File: config.mk
export PLATFORM = sky130hd
export DESIGN_NAME = fhub_target
export DESIGN_NICKNAME = d
export VERILOG_FILES = /design/src/rtl/fhub_pkg.sv /design/src/rtl/fhub_seq.sv /design/src/rtl/fhub_collect.sv /design/src/rtl/fhub_drive.sv /design/src/rtl/fhub_target.sv
export SDC_FILE = /design/constraint.sdc
export NUM_CORES = 1
export LEC_CHECK = 0
export BUFFER_PORTS_ARGS = -buffer_cell sky130_fd_sc_hd__buf_2
export CAP_MARGIN = 0
export CORE_UTILIZATION = 45
export DETAILED_ROUTE_END_ITERATION = 10
export GPL_TIMING_DRIVEN = 0
export HOLD_SLACK_MARGIN = 0.15
export PLACE_DENSITY = 0.68
export SLEW_MARGIN = 20
export SYNTH_ARGS = -nofsm -noshare
export SYNTH_HDL_FRONTEND = slang
export SYNTH_SLANG_ARGS = --single-unit
File: constraint.sdc
create_clock -name clk -period 3 [get_ports clk]
set_input_delay 0 -clock clk [delete_from_list [all_inputs] [get_ports clk]]
set_output_delay 0 -clock clk [all_outputs]
set_load 0.02 [all_outputs]
File: src/rtl/fhub_pkg.sv
package fhub_pkg;

    typedef enum logic [3:0] {
        PH_IDLE,
        PH_SEL,
        PH_ADDR,
        PH_SIZE,
        PH_WDATA,
        PH_TURN_IN,
        PH_STAT,
        PH_RDATA,
        PH_TURN_OUT
    } phase_e;

    localparam logic [3:0] CODE_RD    = 4'b1101;
    localparam logic [3:0] CODE_WR    = 4'b1110;
    localparam logic [3:0] STAT_WAIT  = 4'b0101;
    localparam logic [3:0] STAT_READY = 4'b0000;
    localparam logic [3:0] SIZE_BYTE  = 4'b0000;
    localparam logic [3:0] NIB_IDLE   = 4'b1111;

    function automatic logic is_start(input logic [3:0] n);
        return (n == CODE_RD) || (n == CODE_WR);
    endfunction

endpackage

File: src/rtl/fhub_seq.sv
module fhub_seq
    import fhub_pkg::*;
#(
    parameter int ADDR_NIB = 7,
    parameter int WAIT_CNT = 2,
    parameter int CW       = 4
) (
    input  logic          clk,
    input  logic          rst,
    input  logic          frame_n,
    input  logic [3:0]    nib,
    input  logic [3:0]    strap,
    output phase_e        ph,
    output logic [CW-1:0] cnt,
    output logic          is_wr
);

    logic [CW-1:0] plen;
    logic          last;
    phase_e        nxt;

    // number of clocks spent in the current phase
    always_comb begin
        case (ph)
            PH_ADDR:                                 plen = CW'(ADDR_NIB);
            PH_WDATA, PH_TURN_IN, PH_RDATA,
            PH_TURN_OUT:                             plen = CW'(2);
            PH_STAT:  plen = is_wr ? CW'(1) : CW'(WAIT_CNT + 1);
            default:                                 plen = CW'(1);
        endcase
    end

    assign last = (cnt == plen - CW'(1));

    always_comb begin
        case (ph)
            PH_IDLE:     nxt = (!frame_n && is_start(nib)) ? PH_SEL : PH_IDLE;
            PH_SEL:      nxt = (nib == strap) ? PH_ADDR : PH_IDLE;
            PH_ADDR:     nxt = PH_SIZE;
            PH_SIZE:     nxt = (nib != SIZE_BYTE) ? PH_IDLE
                             : (is_wr ? PH_WDATA : PH_TURN_IN);
            PH_WDATA:    nxt = PH_TURN_IN;
            PH_TURN_IN:  nxt = PH_STAT;
            PH_STAT:     nxt = is_wr ? PH_TURN_OUT : PH_RDATA;
            PH_RDATA:    nxt = PH_TURN_OUT;
            default:     nxt = PH_IDLE;
        endcase
    end

    always_ff @(posedge clk) begin
        if (rst) begin
            ph    <= PH_IDLE;
            cnt   <= '0;
            is_wr <= 1'b0;
        end else if (ph != PH_IDLE && !frame_n) begin
            ph  <= PH_IDLE;
            cnt <= '0;
        end else if (last) begin
            ph  <= nxt;
            cnt <= '0;
            if (ph == PH_IDLE) is_wr <= (nib == CODE_WR);
        end else begin
            cnt <= cnt + CW'(1);
        end
    end

endmodule

File: src/rtl/fhub_collect.sv
module fhub_collect
    import fhub_pkg::*;
#(
    parameter int MEM_AW = 16,
    parameter int CW     = 4
) (
    input  logic              clk,
    input  logic              rst,
    input  phase_e            ph,
    input  logic [CW-1:0]     cnt,
    input  logic [3:0]        nib,
    input  logic [7:0]        mem_rdata,
    output logic [MEM_AW-1:0] addr_q,
    output logic [7:0]        wdat_q,
    output logic [7:0]        rdat_q
);

    always_ff @(posedge clk) begin
        if (rst) begin
            addr_q <= '0;
            wdat_q <= '0;
            rdat_q <= '0;
        end else begin
            // most significant nibble arrives first; keep only the low bits
            if (ph == PH_ADDR) addr_q <= MEM_AW'({addr_q, nib});
            if (ph == PH_WDATA) begin
                if (cnt == '0) wdat_q[3:0] <= nib;
                else           wdat_q[7:4] <= nib;
            end
            // memory answers one clock after the request in status clock 0
            if (ph == PH_STAT && cnt == CW'(1)) rdat_q <= mem_rdata;
        end
    end

endmodule

File: src/rtl/fhub_drive.sv
module fhub_drive
    import fhub_pkg::*;
#(
    parameter int WAIT_CNT = 2,
    parameter int CW       = 4
) (
    input  phase_e        ph,
    input  logic [CW-1:0] cnt,
    input  logic          is_wr,
    input  logic          wr_permit,
    input  logic [7:0]    rdat,
    output logic [3:0]    bus_out,
    output logic          bus_oe,
    output logic          mem_rd,
    output logic          mem_wr
);

    always_comb begin
        bus_oe  = 1'b0;
        bus_out = NIB_IDLE;
        mem_rd  = 1'b0;
        mem_wr  = 1'b0;
        case (ph)
            PH_STAT: begin
                bus_oe = 1'b1;
                if (is_wr) begin
                    bus_out = STAT_READY;
                    mem_wr  = wr_permit;
                end else begin
                    bus_out = (cnt == CW'(WAIT_CNT)) ? STAT_READY : STAT_WAIT;
                    mem_rd  = (cnt == '0);
                end
            end
            PH_RDATA: begin
                bus_oe  = 1'b1;
                bus_out = (cnt == '0) ? rdat[3:0] : rdat[7:4];
            end
            PH_TURN_OUT: begin
                bus_oe  = (cnt == '0);
                bus_out = NIB_IDLE;
            end
            default: ;
        endcase
    end

endmodule

File: src/rtl/fhub_target.sv
module fhub_target
    import fhub_pkg::*;
#(
    parameter int ADDR_NIB = 7,
    parameter int MEM_AW   = 16,
    parameter int WAIT_CNT = 2   // must be at least 1 to cover the fetch latency
) (
    input  logic              clk,
    input  logic              rst,
    input  logic              frame_n,
    input  logic [3:0]        bus_in,
    output logic [3:0]        bus_out,
    output logic              bus_oe,
    input  logic [3:0]        strap_id,
    input  logic              wr_permit,
    output logic [MEM_AW-1:0] mem_addr,
    output logic              mem_rd,
    input  logic [7:0]        mem_rdata,
    output logic              mem_wr,
    output logic [7:0]        mem_wdata
);

    localparam int CW = $clog2(ADDR_NIB + WAIT_CNT + 2);

    phase_e        ph;
    logic [CW-1:0] cnt;
    logic          is_wr;
    logic [7:0]    rdat;

    fhub_seq #(.ADDR_NIB(ADDR_NIB), .WAIT_CNT(WAIT_CNT), .CW(CW)) u_seq (
        .clk     (clk),
        .rst     (rst),
        .frame_n (frame_n),
        .nib     (bus_in),
        .strap   (strap_id),
        .ph      (ph),
        .cnt     (cnt),
        .is_wr   (is_wr)
    );

    fhub_collect #(.MEM_AW(MEM_AW), .CW(CW)) u_collect (
        .clk       (clk),
        .rst       (rst),
        .ph        (ph),
        .cnt       (cnt),
        .nib       (bus_in),
        .mem_rdata (mem_rdata),
        .addr_q    (mem_addr),
        .wdat_q    (mem_wdata),
        .rdat_q    (rdat)
    );

    fhub_drive #(.WAIT_CNT(WAIT_CNT), .CW(CW)) u_drive (
        .ph        (ph),
        .cnt       (cnt),
        .is_wr     (is_wr),
        .wr_permit (wr_permit),
        .rdat      (rdat),
        .bus_out   (bus_out),
        .bus_oe    (bus_oe),
        .mem_rd    (mem_rd),
        .mem_wr    (mem_wr)
    );

endmodule

==> out/metrics.yaml <==
outcome:
  status: "finished, final reports clean"
yosys:
  synth_area_per_cell_um2: 8.182
  synth.area.top_cells: "dfxtp_1, nand2_1, mux2i_1"
  synth_seq_area_share_pct: 41.62
  syn_area_mm2: 0.001972
  yosysTopAreaCell: "dfxtp_1"
  syn-instance-count: 241
  synth.top_cell.area_share_pct: 41.62
  ys_ff_latch: 41
  syn_nets: 266
  synth_cell_type_count: 38
  yosys_warnings: 0
critical_path:
  critPathCaptureType: "flop"
  r2r_setup_slack_ns: 0.14
  path_delay_family: "simple AND/OR/NAND/NOR gates"
  endpoint: "u_seq.ph[2]"
  slowest_delay_ns: 0.57
  start_kind: "flop"
  reg2reg_depth: 11
  cp.arrival_ns: 3.08
  worst-path-buf-inv: 3
  cp_max_fo: 8
  crit_slowest_cell: "or4b_1"
  r2r-end: "u_seq.ph[2]"
  critPathMostFrequentCell: "xnor2_1"
  worstSetupStartpoint: "u_seq.ph[0]"
  cp.required_ns: 3.22
  crit_chain: "buf_6 -> or4b_1 -> o31a_1 -> inv_2 -> ha_1 -> xnor2_1 -> xnor2_1 -> or3_1 -> buf_2 -> or4_1 -> a21oi_1"
  timing.rr.start: "u_seq.ph[0]"
  crit_cells: 11
  path_class: "reg2reg"
sta:
  drv_slew: 0
  whs_ns: 0.2479
  hold_violations: 0
  max_slew_margin_pct: 50.79
  finalClockSkew_ns: 0.004148
  setup_viol: 0
  fin_crit_sh_pct: 95.23
  worst_slack_ns: 0.1431
  tightest_slew_ns: 0.7321
  setup-tns-final_ns: 0
  max_freq_ghz: 0.3500
  fin_crit_ns: 2.857
floorplanning:
  rows: 23
  dieWidth_um: 68.20
  core_area_mm2: 0.004115
  die_area_mm2: 0.004651
  io_pins: 51
  initial_core_util_pct: 47.92
  die_h_um: 68.20
hold_path:
  hold_class: "in2reg"
cells_and_area:
  layout-drive-gt1-share_pct: 21.36
  multi_input_area_mm2: 0.001079
  nFillCells: 377
  layout_commonest_cell: "nand2_1"
  layout_common_cells: "nand2_1, buf_2, dfxtp_1"
  syn_to_final_growth_pct: 27.66
  diodes: 0
  regArea_um2: 820.8
  nNetsFinal: 334
  design_area_mm2: 0.002517
clock_network:
  cts_tree: "done"
  numCtsBuffers: 5
  path_clk_slew_ns: 0.08
  cts_max_level: 2
  cts_sinks: 41
  clockBufferDepth: 2
  root_buffer: "clkbuf_8"
  insertion_delay_ns: 0.29
route:
  vias: 1862
  vias_per_cell: 5.187
  drtPass1Iterations: 4
  drc: 0
  wire_per_inst_um: 13.53
  ant_nets: 0
  drtIter0Drc: 83
  wirelength_mm: 4.856
global_route:
  grt_pass1_wl_mm: 7.603
  grt_usage_pct: 22.51
  gr-total-overflow: 0
  grt_pass1_vias: 1645
  grt_max_degree: 13
  antenna_found_initial: 0
placement:
  gp_routability_congestion: 0.8728
  place_ws_ns: 0.1329
  post_dp_cell_area_mm2: 0.002270
  dpl.hpwl_mm: 3.394
  io_buffers: 47
power:
  p_leak_uw: 0.0009918
  ir_worst_vdd_mv: 0.3256
  power.density_mw_per_mm2: 387.7
run:
  drv_cap: 0
## flip-flops by register name (all words and copies together) (netlist names)
register and cells:
u_collect.addr_q 16, u_seq.cnt 4, u_seq.ph 4, u_collect.wdat_q 8, u_collect.rdat_q 8, u_seq.is_wr 1
## how the worst min path moves through the flow
stage / startpoint / to / slack [ns] / cells after the start
after floorplan: wr_permit / mem_wr / 0.14 / 2
after global placement: mem_rdata[1] / u_collect.rdat_q[1] / 0.23 / 3
after detailed placement: mem_rdata[4] / u_collect.rdat_q[4] / 0.24 / 3
after CTS: frame_n / u_seq.ph[2] / 0.23 / 3
after global routing: frame_n / u_seq.ph[3] / 0.28 / 3
final: frame_n / u_seq.ph[2] / 0.25 / 3
## power breakdown
group | internal [uW] | switching [uW]
combinational | 29.6 | 34.0
sequential | 545 | 1.10
clock | 182 | 185
## per-layer routing
| layer | vias to the layer above | global-route usage (%) | share of wire [%] |
|---|---|---|---|
| li1 | 955 | - | - |
| met1 | 853 | 27.59 | 44 |
| met2 | 47 | 38.11 | 50 |
| met3 | 7 | 6.167 | 4.5 |
| met4 | 0 | 6.510 | 1.1 |
| met5 | - | 0 | 0 |
## worst min-delay path, delay by kind of cell
kind / cells / cell delay (ns)
AO/OA/AOI/OAI: 2 / 0.42
buffers and inverters: 1 / 0.09
## cell families (layout without fill, tap and decap cells)
logic type	after synthesis	after routing	share of synthesized area, %
flip-flops	41	41	41.62
adder cells (fa/ha/maj)	5	5	3.173
XOR/XNOR	12	12	5.330
AO/OA/AOI/OAI	44	44	12.88
AND/OR/NAND/NOR	101	101	23.92
multiplexers	17	17	8.629
buffers and inverters	21	89	4.441
## through the flow
step	instances	power, uW	util [%]
after floorplan	241	585.6	-
after global placement	338	607.8	55.15
after detailed placement	338	607.9	55.15
after CTS	358	983.0	60.50
after global routing	359	1013	61.17
final	359	976.1	61.17
## cell usage after synthesis, drive strengths merged
| master | n |
|---|---|
| nand2 | 51 |
| dfxtp | 41 |
| a21oi | 26 |
| nor2 | 21 |
| mux2i | 17 |
| clkbuf | 13 |
| o21ai | 9 |
| nand3 | 8 |
| xnor2 | 6 |
| xor2 | 6 |
| ha | 5 |
| inv | 5 |
| nor3 | 5 |
| nor4 | 5 |
| buf | 3 |
| nor2b | 2 |
| or4 | 2 |
| or4b | 2 |
| a2111o | 1 |
| a211oi | 1 |
| a311oi | 1 |
| a32o | 1 |
| nand2b | 1 |
| nand3b | 1 |
| nor3b | 1 |
| nor4b | 1 |
| o21bai | 1 |
| o221ai | 1 |
| o31a | 1 |
| o31ai | 1 |
| o41ai | 1 |
| or3 | 1 |
## layout make-up
class / count / share of cell area [%]
Sequential cell: 41 / 32.60
Clock buffer: 6 / 3.280
Multi-Input combinational cell: 179 / 42.84
Inverter: 5 / 0.7455
Clock inverter: 1 / 0.2982
Timing Repair Buffer: 61 / 14.81
Tap cell: 50 / 2.485
Buffer: 16 / 2.932
## repair_timing
item / 4_1_cts / 5_1_grt
endpoints found under the setup margin: 0 / 7
hold buffers: 13 / 0
setup buffers: 0 / 1
endpoints found under the hold margin: 21 / 0
resized for setup: 0 / 8
(Power assumes the default switching activity.)
